<file path="src/rtl/lit_pkg.sv">
package lit_pkg;
  localparam int NSRC   = 5;
  localparam int VEC_W  = 8;
  localparam int MODE_W = 3;

  localparam int SRC_TMR  = 0;
  localparam int SRC_THM  = 1;
  localparam int SRC_PERF = 2;
  localparam int SRC_EXT0 = 3;
  localparam int SRC_EXT1 = 4;

  localparam logic [2:0] A_INIT = 3'd5;
  localparam logic [2:0] A_CUR  = 3'd6;
  localparam logic [2:0] A_TPR  = 3'd7;

  typedef struct packed {
    logic              periodic;
    logic              mask;
    logic [MODE_W-1:0] mode;
    logic [VEC_W-1:0]  vec;
  } ent_t;

  function automatic ent_t word2ent(logic [31:0] w);
    ent_t e;
    e.periodic = w[17];
    e.mask     = w[16];
    e.mode     = w[10:8];
    e.vec      = w[7:0];
    return e;
  endfunction

  function automatic logic [31:0] ent2word(ent_t e);
    return {14'd0, e.periodic, e.mask, 5'd0, e.mode, e.vec};
  endfunction
endpackage

</file>
<file path="src/rtl/lit_entry.sv">
module lit_entry
  import lit_pkg::*;
(
  input  logic        clk_i,
  input  logic        rst_ni,
  input  logic        wr_i,
  input  logic [31:0] wdata_i,
  input  logic        evt_i,
  input  logic        clr_i,
  output ent_t        cfg_o,
  output logic        pend_o
);
  ent_t cfg_q;
  logic pend_q;

  always_ff @(posedge clk_i or negedge rst_ni) begin
    if (!rst_ni) begin
      cfg_q      <= '0;
      cfg_q.mask <= 1'b1;
      pend_q     <= 1'b0;
    end else begin
      if (wr_i) cfg_q <= word2ent(wdata_i);
      // masked entry holds nothing; a new event wins over a same-cycle ack
      pend_q <= cfg_q.mask ? 1'b0 : ((pend_q & ~clr_i) | evt_i);
    end
  end

  assign cfg_o  = cfg_q;
  assign pend_o = pend_q;

  assert_mask_no_pend_R3: assert property (@(posedge clk_i) disable iff (!rst_ni)
    cfg_q.mask |=> !pend_q);
endmodule

</file>
<file path="src/rtl/lit_timer.sv">
module lit_timer #(
  parameter int CNT_W = 32
) (
  input  logic             clk_i,
  input  logic             rst_ni,
  input  logic             load_i,
  input  logic [CNT_W-1:0] load_val_i,
  input  logic             periodic_i,
  output logic             fire_o,
  output logic [CNT_W-1:0] init_o,
  output logic [CNT_W-1:0] count_o
);
  logic [CNT_W-1:0] cnt_q, init_q;
  logic             run_q;

  assign fire_o = run_q && !load_i && (cnt_q == CNT_W'(1));

  always_ff @(posedge clk_i or negedge rst_ni) begin
    if (!rst_ni) begin
      cnt_q  <= '0;
      init_q <= '0;
      run_q  <= 1'b0;
    end else if (load_i) begin
      init_q <= load_val_i;
      cnt_q  <= load_val_i;
      run_q  <= (load_val_i != '0);
    end else if (fire_o) begin
      cnt_q  <= periodic_i ? init_q : '0;
      run_q  <= periodic_i;
    end else if (run_q) begin
      cnt_q  <= cnt_q - CNT_W'(1);
    end
  end

  assign init_o  = init_q;
  assign count_o = cnt_q;

  assert_oneshot_stop_R7: assert property (@(posedge clk_i) disable iff (!rst_ni)
    (fire_o && !periodic_i) |=> (count_o == '0 && !fire_o));
  assert_periodic_reload_R8: assert property (@(posedge clk_i) disable iff (!rst_ni)
    (fire_o && periodic_i) |=> (count_o == init_o));
  assert_zero_load_idle_R9: assert property (@(posedge clk_i) disable iff (!rst_ni)
    (load_i && load_val_i == '0) |=> (count_o == '0 && !fire_o));
endmodule

</file>
<file path="src/rtl/lit_arb.sv">
module lit_arb
  import lit_pkg::*;
(
  input  logic [NSRC-1:0]             pend_i,
  input  logic [NSRC-1:0][VEC_W-1:0]  vec_i,
  input  logic [NSRC-1:0][MODE_W-1:0] mode_i,
  input  logic [3:0]                  tpr_cls_i,
  output logic                        req_o,
  output logic [VEC_W-1:0]            vec_o,
  output logic [MODE_W-1:0]           mode_o,
  output logic [NSRC-1:0]             sel_o
);
  localparam int IDX_W = $clog2(NSRC);
  logic [IDX_W-1:0] idx;

  always_comb begin
    req_o = 1'b0;
    vec_o = '0;
    idx   = '0;
    for (int i = 0; i < NSRC; i++) begin
      if (pend_i[i] && (vec_i[i][7:4] > tpr_cls_i) && (!req_o || vec_i[i] > vec_o)) begin
        req_o = 1'b1;
        vec_o = vec_i[i];
        idx   = IDX_W'(i);
      end
    end
    mode_o = mode_i[idx];
    sel_o  = req_o ? (NSRC'(1) << idx) : '0;
  end
endmodule

</file>
<file path="src/rtl/lit_unit.sv">
module lit_unit
  import lit_pkg::*;
#(
  parameter int CNT_W = 32
) (
  input  logic              clk_i,
  input  logic              rst_ni,
  input  logic              wr_en_i,
  input  logic [2:0]        addr_i,
  input  logic [31:0]       wdata_i,
  output logic [31:0]       rdata_o,
  input  logic              thermal_evt_i,
  input  logic              perf_ovf_i,
  input  logic [1:0]        ext_irq_i,
  output logic              irq_req_o,
  output logic [VEC_W-1:0]  irq_vec_o,
  output logic [MODE_W-1:0] irq_mode_o,
  input  logic              irq_ack_i
);
  ent_t [NSRC-1:0]              cfg;
  logic [NSRC-1:0]              pend, evt, clr, sel;
  logic [NSRC-1:0][VEC_W-1:0]   vecs;
  logic [NSRC-1:0][MODE_W-1:0]  modes;
  logic [7:0]                   tpr_q;
  logic                         tmr_fire;
  logic [CNT_W-1:0]             tmr_init, tmr_cnt;

  assign evt = {ext_irq_i[1], ext_irq_i[0], perf_ovf_i, thermal_evt_i, tmr_fire};
  assign clr = sel & {NSRC{irq_ack_i}};

  for (genvar g = 0; g < NSRC; g++) begin : g_ent
    lit_entry u_ent (
      .clk_i  (clk_i),
      .rst_ni (rst_ni),
      .wr_i   (wr_en_i && addr_i == 3'(g)),
      .wdata_i(wdata_i),
      .evt_i  (evt[g]),
      .clr_i  (clr[g]),
      .cfg_o  (cfg[g]),
      .pend_o (pend[g])
    );
    assign vecs[g]  = cfg[g].vec;
    assign modes[g] = cfg[g].mode;
  end

  lit_timer #(.CNT_W(CNT_W)) u_tmr (
    .clk_i     (clk_i),
    .rst_ni    (rst_ni),
    .load_i    (wr_en_i && addr_i == A_INIT),
    .load_val_i(wdata_i[CNT_W-1:0]),
    .periodic_i(cfg[SRC_TMR].periodic),
    .fire_o    (tmr_fire),
    .init_o    (tmr_init),
    .count_o   (tmr_cnt)
  );

  always_ff @(posedge clk_i or negedge rst_ni) begin
    if (!rst_ni)                          tpr_q <= '0;
    else if (wr_en_i && addr_i == A_TPR)  tpr_q <= wdata_i[7:0];
  end

  lit_arb u_arb (
    .pend_i   (pend),
    .vec_i    (vecs),
    .mode_i   (modes),
    .tpr_cls_i(tpr_q[7:4]),
    .req_o    (irq_req_o),
    .vec_o    (irq_vec_o),
    .mode_o   (irq_mode_o),
    .sel_o    (sel)
  );

  always_comb begin
    case (addr_i)
      A_INIT:  rdata_o = 32'(tmr_init);
      A_CUR:   rdata_o = 32'(tmr_cnt);
      A_TPR:   rdata_o = {24'd0, tpr_q};
      default: rdata_o = (int'(addr_i) < NSRC) ? ent2word(cfg[addr_i]) : '0;
    endcase
  end

  assert_class_gate_R5: assert property (@(posedge clk_i) disable iff (!rst_ni)
    irq_req_o |-> (irq_vec_o[7:4] > tpr_q[7:4]));
  assert_ack_clears_R6: assert property (@(posedge clk_i) disable iff (!rst_ni)
    (irq_req_o && irq_ack_i && ((evt & sel) == '0)) |=> ((pend & $past(sel)) == '0));
  assert_req_needs_pend_R4: assert property (@(posedge clk_i) disable iff (!rst_ni)
    irq_req_o |-> (pend != '0));
endmodule

</file>
<file path="config.mk">
export PLATFORM = sky130hd
export DESIGN_NAME = lit_unit
export DESIGN_NICKNAME = d
export VERILOG_FILES = /design/src/rtl/lit_pkg.sv /design/src/rtl/lit_entry.sv /design/src/rtl/lit_timer.sv /design/src/rtl/lit_arb.sv /design/src/rtl/lit_unit.sv
export SDC_FILE = /design/constraint.sdc
export NUM_CORES = 1
export LEC_CHECK = 0
export BUFFER_PORTS_ARGS = -buffer_cell sky130_fd_sc_hd__buf_2
export CORE_MARGIN = 1
export CORE_UTILIZATION = 60
export CTS_CLUSTER_DIAMETER = 40
export DETAILED_ROUTE_END_ITERATION = 16
export PLACE_DENSITY = 0.83
export SLEW_MARGIN = 15
export SYNTH_ARGS = -nofsm -noshare
export SYNTH_HDL_FRONTEND = slang
export SYNTH_SLANG_ARGS = --single-unit
export TNS_END_PERCENT = 100
</file>
<file path="constraint.sdc">
create_clock -name clk_i -period 12.1 [get_ports clk_i]
set_input_delay 3.025 -clock clk_i [delete_from_list [all_inputs] [get_ports clk_i]]
set_output_delay 3.025 -clock clk_i [all_outputs]
set_load 0.05 [all_outputs]
</file>
* Yosys cells after proc, flatten, opt, wreduce, memory -nomap -nowiden *
Index checks and enable logic that the tools add are counted.

storage, ports and cells
  register bits after elaboration = 143
  output and inout port bits = 44

cells by class
  add/sub/neg operators = 1
  $lt $le $gt $ge = 12
  equal/unequal tests = 8
  shift operators = 1
  muxes and demuxes = 32
  bitwise logic cells = 16
  reduce and logical (&&, ||, !) cells = 31

operators with widths
  kind                                                                          count
  32-bit 2-to-1 mux                                                             4
  32-bit case mux with 3 select lines                                           1
  8-bit 2-to-1 mux                                                              5
  13-bit binary-select mux with 3-bit select                                    1
  32-bit by 1-bit == test with 1-bit output, second input constant              1
  8-bit > comparator                                                            4
  32-bit nonzero test                                                           1
  32-bit by 1-bit subtractor with 32-bit output, second input constant          1
  4-bit > comparator                                                            5
  1-bit logical AND                                                             18
  18-bit 2-to-1 mux                                                             1
  1-bit 2-to-1 mux                                                              13
  13-bit 2-to-1 mux                                                             1
  3-bit == test, second input constant                                          4
  3-bit binary-select mux with 3-bit select                                     1
  3-bit by 4-bit less-than comparator with 1-bit output, second input constant  2
  3-bit by 2-bit == test with 1-bit output, second input constant               2
  3-bit 2-to-1 mux                                                              2
  1-bit AND                                                                     5
  5-bit AND                                                                     1
  1-bit zero test                                                               5
  5-bit 2-to-1 mux                                                              1
  1-bit NOT                                                                     5
  1-bit OR                                                                      5
  8 further kinds                                                               12

* Depth between registers and ports, before layout *
Gate-level depths: netlist (run 1).

  depth in word-level cells = 26
  depth in mapped cells = 40

* Hierarchy *
A second synthesis (run 1) with hierarchy kept.

second synthesis, totals
  cell total of the unflattened synthesis = 902
  area, all modules = 9949.5 um^2

modules (own cells, without submodules)
  module     instances  cells an instance  area each (um^2)  sequential area each (um^2)
  lit_timer  1          349                3584.7            1626.6
  lit_entry  5          31                 561.8             351.6
  lit_arb    1          270                2144.6            0.0
  lit_unit   1          128                1411.4            200.2

* Least setup slack after synthesis (run 1) *
Ideal clock, no wire load.

  path kind = register -> output
  from = reg tpr_q[5]
  to = out irq_mode_o[0]
  arrival = 8.464 ns
  required time = 9.075 ns
  path slack = 0.611 ns
  stages on the path, launching flop included = 38
  cell sequence = dfrtp_1 inv_1 ha_1 nor2b_1 o211ai_1 a21oi_1 clkbuf_1 nand2_1 ha_1 a211oi_1 nor2_1 a2111oi_0 o21ai_0 clkbuf_1 a32o_1 ha_1 nand4_1 o21ai_0 [... 2 more ...] mux2_2 ha_1 nor2b_1 o211ai_1 a21oi_1 o221ai_1 nand2_1 clkbuf_1 o21a_1 ha_1 a21oi_1 o21ai_0 nor3_1 nor2_1 o21ai_1 clkbuf_1 nor2_1 a41oi_1

between the ends
  longest elaborated chain between the ends = 21
  elaborated cells between the ends (all ways) = 40
  classes of those cells = order compare: 9; mux: 14; reduce/logical: 17

RTL lines
  element                                                       line            RTL
  start, declared                                               lit_unit.sv:24  logic [7:0] tpr_q;
  start signal, assigned                                        lit_unit.sv:59  else if (wr_en_i && addr_i == A_TPR) tpr_q <= wdata_i[7:0];
  4-bit > comparator                                            lit_arb.sv:21   if (pend_i[i] && (vec_i[i][7:4] > tpr_cls_i) && (!req_o || vec_i[i] > vec_o)) begin
  1-bit logical AND                                             lit_arb.sv:21
  8-bit 2-to-1 mux / 1-bit 2-to-1 mux (equally long branches)   lit_arb.sv:21
  8-bit > comparator / 1-bit zero test (equally long branches)  lit_arb.sv:21
  1-bit logical OR                                              lit_arb.sv:21
  1-bit logical AND                                             lit_arb.sv:21
  8-bit 2-to-1 mux / 1-bit 2-to-1 mux (equally long branches)   lit_arb.sv:21
  8-bit > comparator / 1-bit zero test (equally long branches)  lit_arb.sv:21
  [... 5 more ...]                                              --
  1-bit logical AND                                             lit_arb.sv:21
  8-bit 2-to-1 mux / 1-bit 2-to-1 mux (equally long branches)   lit_arb.sv:21
  8-bit > comparator / 1-bit zero test (equally long branches)  lit_arb.sv:21
  1-bit logical OR                                              lit_arb.sv:21
  1-bit logical AND                                             lit_arb.sv:21
  3-bit 2-to-1 mux (*)                                          lit_arb.sv:21
  3-bit binary-select mux with 3-bit select (*)                 lit_arb.sv:27   mode_o = mode_i[idx];
  3-bit 2-to-1 mux (implied by the code) (*)                    lit_arb.sv:27
  end, declared                                                 lit_unit.sv:17  output logic [MODE_W-1:0] irq_mode_o,

Every way passes the cells marked *; elsewhere a longest branch is shown, timed or not. The select of a mux whose other input is x is not followed.

* Final worst setup path (run 1) *
  from = reg tpr_q[5]
  to = out irq_mode_o[1]

The elaborated chain is that of the path after synthesis.

==> summary.md, run 1 <==
| Metric | Value |
|---|---|
| 1st-iter DRT viols | roughly 1100 |
| Crit-path max FO | 23 |
| GRT Util Overall | 37.4% |
| Async set or reset register ratio after synthesis | 100% |
| Post-synthesis cell count | 1003 |
| Root Buffer | clkbuf_16 |
| Yosys cell types | 61 |
| Ratio of cells with drive above 1 in the final layout | between 20% and 30% |
| R2r endpoint | g_ent[2].u_ent.pend_o$_DFF_PN0_ |
| Startpoint Class | flip-flop |
| First-pass GRT wire length | 45700 um |
| RD Place Congestion | 0.965 |
| Vias in the first global route | 8273 |
| Largest cells by area after synthesis | dfrtp_1 37%, mux2_2 8.1%, ha_1 7.3% |
| Synthesized area | 9280 um2 |
| Final Hold Fails | 0 |
| FMAX | ~85 MHz |
| Most common cell in the synthesized netlist | nand2_1 |
| WP buf/inv | 5 |
| Pre-antenna DRT Iters | 11 |
| Worst Clk Skew | ~0.0097 ns |
| Vias per inst | 6.84 |
| Initial antenna violation count | 0 |
| Syn-to-layout area delta | 14.1% |
| Die width | 126 um |
| Filler cells | 1142 |
| Die area | about 16000 um2 |
| Slew @ Worst Pin | ~1.1 ns |
| Final slew viol count | 0 |
| GR Overflow Total | 0 |
| DP HPWL | 19500 um |
| # setup viols final | 0 |
| Worst r2r src | tpr_q[5]$_DFFE_PN0P_ |
| Outcome | finished, violations left |
| PortBufs | 86 |
| Starting Density | just over 60% |
| CP Depth | 36 |
| Number of buffers created by CTS | 17 |
| Crit path from | tpr_q[5]$_DFFE_PN0P_ |
| Leakage | 4.76 nW |
| Seq/Total Area, Yosys | about two fifths |
| Worst min path class | reg -> reg |
| R2R cell count | 35 |
| Row Count | 45 |
| CP max stage cell | o21ai_0 |
| Ports | 87 |
| Slew headroom | 29.3% |
| Crit-path leading delay family | compound AO/OA/AOI/OAI gates |
| Register bit total from synthesis | 143 |
| Clock Path Buffers | 2 |
| Nets | 1181 |
| # Max-Cap Violations | 0 |
| Setup_tns | 0 ns |
| Fin crit period | 11.71 ns |
| Clk Latency, worst-skew pair | 0.44 ns |
| Largest net degree at the start of global routing | between 70 and 80 |
| # DRC | 2 |
| Synth Net Count | 1100 |
| Die Span Y | 126 um |
| Post-Layout Inst Area | 10600 um2 |
| Final Util | a little over two thirds |
| Primary FF master, synth | dfrtp_1 |
| Fin crit share | 96.8% |
| Worst reg2reg setup slack | about 3.6 ns |
| Max incr delay on CP | 0.42 ns |
| Core area | 15100 um2 |
| Final WL | 28700 um |
| CP Data Required Time | 9.07 ns |
| Clock Pin Slew Worst Setup and Hold Paths | 0.06 ns |
| Routed length per instance | 22.4 um |
| Crit path to | irq_mode_o[1] |
| Violated checks | design-rule violations |
| Most used cell, CP | ha_1 |
| Routed Antenna Nets | 0 |
| Placement Cell Area | between 9000 and 10000 um2 |
| Critical path class | reg -> out |
| Commonest cells post-synth | 174 x nand2_1, 138 x dfrtp_1, 74 x o21ai_0, 67 x mux2_2, 65 x a21oi_1 |
| CTS tree | done |
| Critical path endpoint category | output pin |
| CTS Hold Bufs | 0 |
| Ys Warns | 0 |
| Vias | 8794 |
| CTS Sinks | 143 |
| VDD IR max | 0.000154 V |
| Htree depth | 4 |
| Leading area contributor after synthesis | dfrtp_1 |
| Post-synth top area share | 37.2% |
| CP arrival | between 8 and 9 ns |
| Synthesized area per cell | slightly above 9 um2 |
| # diodes | 0 |
| EDFF count, synth | 0 |
| Power per standard cell area | around 210 nW/um2 |
-- sequential cells by signal, summed over array words and instances (netlist names) --
name,cells
tpr_q,8
u_tmr.run_q,1
u_tmr.count_o,32
u_tmr.init_o,32
g_ent.u_ent.cfg_o,65
g_ent.u_ent.pend_o,5
-- per-layer routing --
layer / routed length (um) / GRT usage [%]
met2: 12700 / 55.2
met1: 11500 / 53.0
met5: 0 / 0
met3: 3330 / 8.98
met4: 1210 / 15.7
-- logic make-up (layout without fill, tap and decap cells) --
family	Yosys count	in the layout	share of synthesized area, %
buffers and inverters	99	191	4.06
AO/OA/AOI/OAI	258	259	18.0
adder cells (fa/ha/maj)	54	54	7.28
XOR/XNOR	4	4	0.378
multiplexers	95	95	14.0
flip-flops	143	143	38.6
AND/OR/NAND/NOR	350	351	17.7
-- metrics by stage --
stage / power, mW / setup slack (ns) / instances / hold WS (ns)
3_3_place_gp: 1.61 / 0.525 / 1242 / 0.483
6_report: 2.20 / 0.387 / 1285 / 0.505
2_1_floorplan: 1.38 / 0.611 / 1003 / 0.462
4_1_cts: 2.14 / 0.113 / 1274 / 0.505
3_5_place_dp: 1.64 / 0.119 / 1242 / 0.488
5_1_grt: 2.31 / -0.185 / 1285 / 0.510
-- where the power goes --
group          switching (mW)  internal, mW  total, mW
Clock                   0.226         0.270      0.496
Combinational           0.592         0.357      0.949
Sequential              0.160         0.597      0.757
-- repair_timing --
item / CTS / global route
pin swaps: 0 / 4
setup buffers: 0 / 9
gates cloned: 0 / 2
setup endpoints to repair: 11 / 11
gates resized for setup: 4 / 8
-- placed cells by master, fill, tap and decap left out, drive strengths merged, types with 6 or more instances in the layout --
master and instances:
nor3 21, a2bb2oi 8, nor2 51, mux2i 7, nand3 24, nand2 175, buf 115, mux2 67
o22ai 10, a22o 23, ha 54, dfrtp 138, o21ai 76, clkinv 6, a22oi 9, o211ai 6
and3 6, a32oi 8, o221ai 10, clkbuf 18, nand4 19, inv 48, mux4 21, o21a 8
nor4 17, nor2b 6, a21oi 66
-- final cells by class --
cell class	instances	area (um2)	area share [%]
Timing Repair Buffer	115	661	6.24
Clock buffer	18	439	4.15
Inverter	44	165	1.56
Tap cell	188	235	2.22
Clock inverter	14	109	1.03
Multi-Input combinational cell	763	5400	51.0
Sequential cell	143	3580	33.8
-- worst min-delay path by stage --
stage | startpoint | endpoint | slack, ns | cells past startpoint
after floorplan | u_tmr.init_o[1]$_DFFE_PN0P_ | u_tmr.init_o[1]$_DFFE_PN0P_ | 0.46 | 2
after global placement | g_ent[3].u_ent.cfg_o[12]$_DFFE_PN0P_ | g_ent[3].u_ent.cfg_o[12]$_DFFE_PN0P_ | 0.48 | 1
after detailed placement | u_tmr.init_o[19]$_DFFE_PN0P_ | u_tmr.init_o[19]$_DFFE_PN0P_ | 0.49 | 2
after CTS | u_tmr.init_o[19]$_DFFE_PN0P_ | u_tmr.init_o[19]$_DFFE_PN0P_ | 0.50 | 2
after global routing | tpr_q[1]$_DFFE_PN0P_ | tpr_q[1]$_DFFE_PN0P_ | 0.51 | 1
final | g_ent[3].u_ent.cfg_o[12]$_DFFE_PN0P_ | g_ent[3].u_ent.cfg_o[12]$_DFFE_PN0P_ | 0.50 | 1
Power figures use the tool's default switching activity.
==> run 2: changes to the inputs <==
--- a/config.mk
+++ b/config.mk
@@ -6,7 +6,7 @@
 export NUM_CORES = 1
 export LEC_CHECK = 0
 export BUFFER_PORTS_ARGS = -buffer_cell sky130_fd_sc_hd__buf_2
-export CORE_MARGIN = 1
+export CORE_MARGIN = 2
 export CORE_UTILIZATION = 60
 export CTS_CLUSTER_DIAMETER = 40
 export DETAILED_ROUTE_END_ITERATION = 16
==> summary.md, run 2 (synthesized netlist as in run 1, its figures left out) <==
| Metric | Value |
|---|---|
| Vias in the first global route | 8159 (-1.4%) |
| 1st-iter DRT viols | 1016 (-6.6%) |
| Worst min path class | reg -> reg |
| # DRC | 0 (-2) |
| Critical path endpoint category | output pin |
| CP arrival | 8.66 ns (-0.03 ns) |
| Crit-path leading delay family | compound AO/OA/AOI/OAI gates |
| Leakage | 4.77 nW (+0.24%) |
| Final Hold Fails | 0 (unchanged) |
| Filler cells | 1144 (+0.18%) |
| DP HPWL | 19800 um (+1.5%) |
| Pre-antenna DRT Iters | 6 (-5) |
| Die area | 16500 um2 (+3.2%) |
| Slew headroom | 32.8% (+3.5 points) |
| # Max-Cap Violations | 0 (unchanged) |
| Ports | 87 (unchanged) |
| Initial antenna violation count | 1 (+1) |
| Vias per inst | 6.84 (-0.12%) |
| Most frequent cells in the layout | 172 x nand2_1, 138 x dfrtp_1, 82 x buf_2 |
| CTS Sinks | 143 (unchanged) |
| FMAX | 85.6 MHz (+0.22%) |
| Top sig layer | met4 |
| Row Count | 45 (unchanged) |
| Most common cell after layout, fill and taps aside | nand2_1 |
| # setup viols final | 0 (unchanged) |
| Worst r2r src | tpr_q[5]$_DFFE_PN0P_ |
| RSZ-0062 raised after global routing | yes |
| CP max stage cell | mux2_2 |
| Worst Clk Skew | 0.00881 ns (-0.000899 ns) |
| VDD IR max | 0.000176 V (+14%) |
| Nets | 1176 (-0.42%) |
| R2R cell count | 38 (+8.6%) |
| Startpoint Class | flip-flop |
| Crit-path max FO | 23 (unchanged) |
| Outcome | complete, no violations |
| Critical path class | reg -> out |
| PortBufs | 86 (unchanged) |
| Power per standard cell area | 211 nW/um2 (+1.7%) |
| Routed Antenna Nets | 0 (unchanged) |
| R2r endpoint | g_ent[2].u_ent.pend_o$_DFF_PN0_ |
| RD Place Congestion | 1.01 (+5.1%) |
| Worst hold path startpoint | tpr_q[1]$_DFFE_PN0P_ |
| Clk Latency, worst-skew pair | 0.43 ns (about the same) |
| Hold EP | tpr_q[1]$_DFFE_PN0P_ |
| Sequential cell area | 3580 um2 (unchanged) |
| Clock Pin Slew Worst Setup and Hold Paths | 0.06 ns (about the same) |
| Starting Density | 61.3% (unchanged) |
| Fin crit share | 96.6% (-0.22 points) |
| Final slew viol count | 0 (unchanged) |
| Routed length per instance | 22.4 um (+0.32%) |
| CP Data Required Time | 9.07 ns (about the same) |
| GRT Util Overall | 35.8% (-1.7 points) |
| Wire length on met2 | 13000 um (+2.3%) |
| Met1 wire length | 11800 um (+2.7%) |
| Final WL | 28700 um (about the same) |
| Hold Crit Depth | 1 (unchanged) |
| Area of the multi-input gates | 5380 um2 (-0.35%) |
| Number of buffers created by CTS | 17 (unchanged) |
| Most used cell, CP | ha_1 |
| Vias | 8749 (-0.51%) |
| Fin crit period | 11.69 ns (-0.0260 ns) |
| Routed length on met3 | 3100 um (-6.9%) |
| CTS tree | done |
| Worst reg2reg setup slack | 3.73 ns (+0.14 ns) |
| Syn-to-layout area delta | 14.3% (about the same) |
| Die width | 128 um (+1.6%) |
| CTS Hold Bufs | 0 (unchanged) |
| Root Buffer | clkbuf_16 |
| WP buf/inv | 7 (+2) |
| Max incr delay on CP | 0.42 ns (about the same) |
| Placed insts | 1243 (+0.081%) |
| First-pass GRT wire length | 45300 um (-0.88%) |
| Htree depth | 4 (unchanged) |
| Clock Path Buffers | 2 (unchanged) |
| Core area | 15100 um2 (unchanged) |
| Setup_tns | 0 ns (unchanged) |
| GR Overflow Total | 0 (unchanged) |
| Largest net degree at the start of global routing | 79 (+1.3%) |
| Ratio of cells with drive above 1 in the final layout | 23.6% (-0.51 points) |
| Slew @ Worst Pin | 1.01 ns (-0.0471 ns) |
| CP Depth | 40 (+11%) |
| Die Span Y | 128 um (+1.6%) |
| Layout Cells excl Fill | 1280 (-0.39%) |
| Largest register FFs | 65 (unchanged) |
## run 2: cell count changes in the layout (fill, tap and decap cells not counted), moves of 2 or more
cell | before | now
buf_2 | 84 | 82
buf_4 | 29 | 26
bufinv_16 | 0 | 3
clkinvlp_4 | 4 | 2
## run 2: per-layer routing
metal  up-vias  track usage, %
li1       3866               -
met1      4268            50.2
met2       533            54.3
met3        82            9.40
met4         0            12.3
met5         -               0
## run 2: area by class of cell
type / instances / share of cell area (%)
clock buffer: 18 / 4.14
inverter: 44 / 1.56
clock inverter: 13 / 1.51
timing repair buffer: 111 / 6.00
tap: 188 / 2.22
antenna: 1 / 0.0236
sequential: 143 / 33.8
multi-input combinational: 762 / 50.7
## run 2: how the worst max path moves through the flow
stage                     slack, ns            startpoint             to
after global routing          -0.09  tpr_q[5]$_DFFE_PN0P_   irq_vec_o[2]
after global placement         0.44  tpr_q[5]$_DFFE_PN0P_  irq_mode_o[1]
final                          0.41  tpr_q[5]$_DFFE_PN0P_  irq_mode_o[2]
after CTS                      0.09  tpr_q[5]$_DFFE_PN0P_  irq_mode_o[0]
after detailed placement       0.06  tpr_q[5]$_DFFE_PN0P_  irq_mode_o[0]
after floorplan                0.61  tpr_q[5]$_DFFE_PN0P_  irq_mode_o[0]
## run 2: power breakdown
part | internal, mW | switching, mW | total, mW
combinational | 0.355 | 0.584 | 0.939
clock | 0.329 | 0.218 | 0.547
sequential | 0.597 | 0.159 | 0.756
## run 2: metrics by stage
stage | worst slack [ns] | hold slack (ns) | area [um2] | util, % | power [mW]
finish | 0.413 | 0.503 | 10600 | 70.0 | 2.24
global route | -0.0888 | 0.524 | 10600 | 70.0 | 2.35
CTS | 0.0895 | 0.504 | 10500 | 69.6 | 2.19
detailed placement | 0.0599 | 0.490 | 9930 | 65.5 | 1.64
global placement | 0.437 | 0.483 | 9930 | 65.5 | 1.62
floorplan | 0.611 | 0.462 | 9280 | - | 1.38
## run 2: worst reg2reg max path: cells and delay by family, from the launching register on
kind	cells	cell delay, ns
simple gates	10	1.54
compound gates	17	3.44
buf+inv	5	0.95
flops	1	0.37
fa+ha+maj	5	1.55
mux	1	0.42
## run 2: what timing repair did
action / CTS / global route
cloned: 0 / 1
endpoints found under the setup margin: 11 / 11
setup buffers: 0 / 4
resized for setup: 3 / 10
pin swaps: 0 / 3
==> run 3: changes to the inputs <==
--- a/config.mk
+++ b/config.mk
@@ -5,12 +5,12 @@
 export SDC_FILE = /design/constraint.sdc
 export NUM_CORES = 1
 export LEC_CHECK = 0
-export BUFFER_PORTS_ARGS = -buffer_cell sky130_fd_sc_hd__buf_2
 export CORE_MARGIN = 2
 export CORE_UTILIZATION = 60
 export CTS_CLUSTER_DIAMETER = 40
 export DETAILED_ROUTE_END_ITERATION = 16
-export PLACE_DENSITY = 0.83
+export DONT_BUFFER_PORTS = 1
+export PLACE_DENSITY = 0.78
 export SLEW_MARGIN = 15
 export SYNTH_ARGS = -nofsm -noshare
 export SYNTH_HDL_FRONTEND = slang
==> summary.md, run 3 (synthesized netlist as in run 1, its figures left out) <==
| Metric | Value |
|---|---|
| Clock Path Buffers | 2 (unchanged) |
| PortBufs | 0 (-100%) |
| Nets | 1099 (-6.5%) |
| # DRC | 0 (unchanged) |
| Number of buffers created by CTS | 17 (unchanged) |
| Sequential power share | 34.1% (+0.4 points) |
| # setup viols final | 0 (unchanged) |
| Leakage | 4.45 nW (-6.8%) |
| Internal power | 1.29 mW (+1.0%) |
| CP max stage cell | a2111oi_1 |
| Vias in the first global route | 7616 (-6.7%) |
| Switching pwr | 0.923 mW (-3.9%) |
| Die Span Y | 128 um (unchanged) |
| Final WL | 28200 um (-2.0%) |
| Most frequent cells in the layout | 172 x nand2_1, 138 x dfrtp_1, 74 x o21ai_0 |
| Routed Antenna Nets | 0 (unchanged) |
| Fin crit period | 11.73 ns (+0.0426 ns) |
| Pre-antenna DRT Iters | 5 (-1) |
| 1st-iter DRT viols | 943 (-7.2%) |
| Worst Clk Skew | 0.00734 ns (-0.00147 ns) |
| Placement Setup Slack | 0.131 ns (+0.0707 ns) |
| Clock Pin Slew Worst Setup and Hold Paths | 0.07 ns (about the same) |
| Worst r2r src | tpr_q[5]$_DFFE_PN0P_ |
| Logic pwr share | 40.3% (-1.6 points) |
| GR Overflow Total | 0 (unchanged) |
| Critical path endpoint category | output pin |
| Critical path class | reg -> out |
| # diodes | 0 (-1) |
| CTS Hold Bufs | 0 (unchanged) |
| GRT Util Overall | 34.4% (-1.3 points) |
| Most common cell after layout, fill and taps aside | nand2_1 |
| Final Util | 67.7% (-2.3 points) |
| CTS tree | done |
| Starting Density | 61.3% (unchanged) |
| # Max-Cap Violations | 0 (unchanged) |
| Crit path from | tpr_q[5]$_DFFE_PN0P_ |
| Worst hold path startpoint | u_tmr.init_o[22]$_DFFE_PN0P_ |
| Crit-path max FO | 24 (+4.3%) |
| Tot Pwr | 2.22 mW (-1.1%) |
| Htree depth | 4 (unchanged) |
| Ratio of cells with drive above 1 in the final layout | 17.7% (-5.8 points) |
| Clk Latency, worst-skew pair | 0.43 ns (about the same) |
| VDD IR max | 0.000139 V (-21%) |
| Largest register FFs | 65 (unchanged) |
| Slew @ Worst Pin | 1.20 ns (+0.196 ns) |
| Initial antenna violation count | 0 (-1) |
| CP Data Required Time | 9.07 ns (about the same) |
| Clock power share | 25.6% (+1.2 points) |
| Startpoint Class | flip-flop |
| Vias | 8316 (-4.9%) |
| Worst min path class | reg -> reg |
| Largest net degree at the start of global routing | 144 (+82%) |
| Outcome | complete, no violations |
| Final WS setup | 0.371 ns (-0.0426 ns) |
| Die width | 128 um (unchanged) |
| Max incr delay on CP | 0.43 ns (about the same) |
| Syn-to-layout area delta | 10.5% |
| Power per standard cell area | 216 nW/um2 (+2.3%) |
| Row Count | 45 (unchanged) |
| CP arrival | 8.70 ns (+0.04 ns) |
| Final slew viol count | 0 (unchanged) |
| First-pass GRT wire length | 43500 um (-4.1%) |
| Core area | 15100 um2 (unchanged) |
| Most used cell, CP | ha_1 |
| Vias per inst | 6.91 (+1.1%) |
| FMAX | 85.3 MHz (-0.36%) |
| Root Buffer | clkbuf_16 |
| Setup_tns | 0 ns (unchanged) |
| Die area | 16500 um2 (unchanged) |
| Ports | 87 (unchanged) |
| DP HPWL | 19100 um (-3.2%) |
| Routed length per instance | 23.4 um (+4.3%) |
| Slew headroom | 20.0% (-13 points) |
| Final Hold Fails | 0 (unchanged) |
| CTS Sinks | 143 (unchanged) |
| Fin crit share | 96.9% (+0.35 points) |
| Sw frac | 41.6% (-1.2 points) |
| RD Place Congestion | 0.977 (-3.6%) |
run 3: area by class of cell:
type,instances,area (um2)
inverter,44,165
clock inverter,13,185
timing repair buffer,35,263
sequential,143,3580
multi-input combinational,761,5380
clock buffer,19,443
tap,188,235
fill,1171,4890
run 3: metal layers:
layer  GRT usage [%]  vias to the layer above  share of wire (%)
met2            50.3                      487                 44
met3            8.44                       72                 11
met4            11.8                        0                3.3
met5               0                        -                  0
li1                -                     3700                  -
met1            50.5                     4057                 42
run 3: per-stage QoR:
stage               cells  hold WS, ns  area (um2)
finish               1203        0.504       10300
global route         1203        0.518       10300
CTS                  1197        0.502       10200
detailed placement   1165        0.489        9550
global placement     1165        0.482        9550
floorplan            1003        0.462        9280
run 3: worst paths after layout:
path | end | slack (ns) | cells after the start
min reg2reg | u_tmr.init_o[22]$_DFFE_PN0P_ | 0.50 | 2
max reg2reg | g_ent[2].u_ent.pend_o$_DFF_PN0_ | 3.86 | 34
min | u_tmr.init_o[22]$_DFFE_PN0P_ | 0.50 | 2
max in group asynchronous | g_ent[4].u_ent.pend_o$_DFF_PN0_ | 9.47 | 0
min in group asynchronous | g_ent[3].u_ent.cfg_o[7]$_DFFE_PN0P_ | 2.28 | 0
max | irq_vec_o[1] | 0.37 | 36
run 3: timing repair:
| item | 4_1_cts | 5_1_grt |
|---|---|---|
| pin swaps | 0 | 2 |
| buffers inserted | 0 | 6 |
| setup endpoints to repair | 11 | 11 |
| resized for setup | 2 | 5 |
run 3: power groups by stage:
stage | Clock (mW) | Combinational, mW | Sequential, mW
finish | 0.568 | 0.893 | 0.755
CTS | 0.571 | 0.868 | 0.747
floorplan | 0 | 0.686 | 0.691
global route | 0.591 | 0.960 | 0.769
global placement | 0 | 0.842 | 0.750
detailed placement | 0 | 0.858 | 0.754
run 3: worst max-delay path, delay by kind of cell, from the launching register on:
family          cells  cell delay [ns]
compound gates     16             3.65
fa+ha+maj           5             1.52
mux                 1             0.36
buf+inv             5             0.95
simple gates        9             1.39
flops               1             0.37
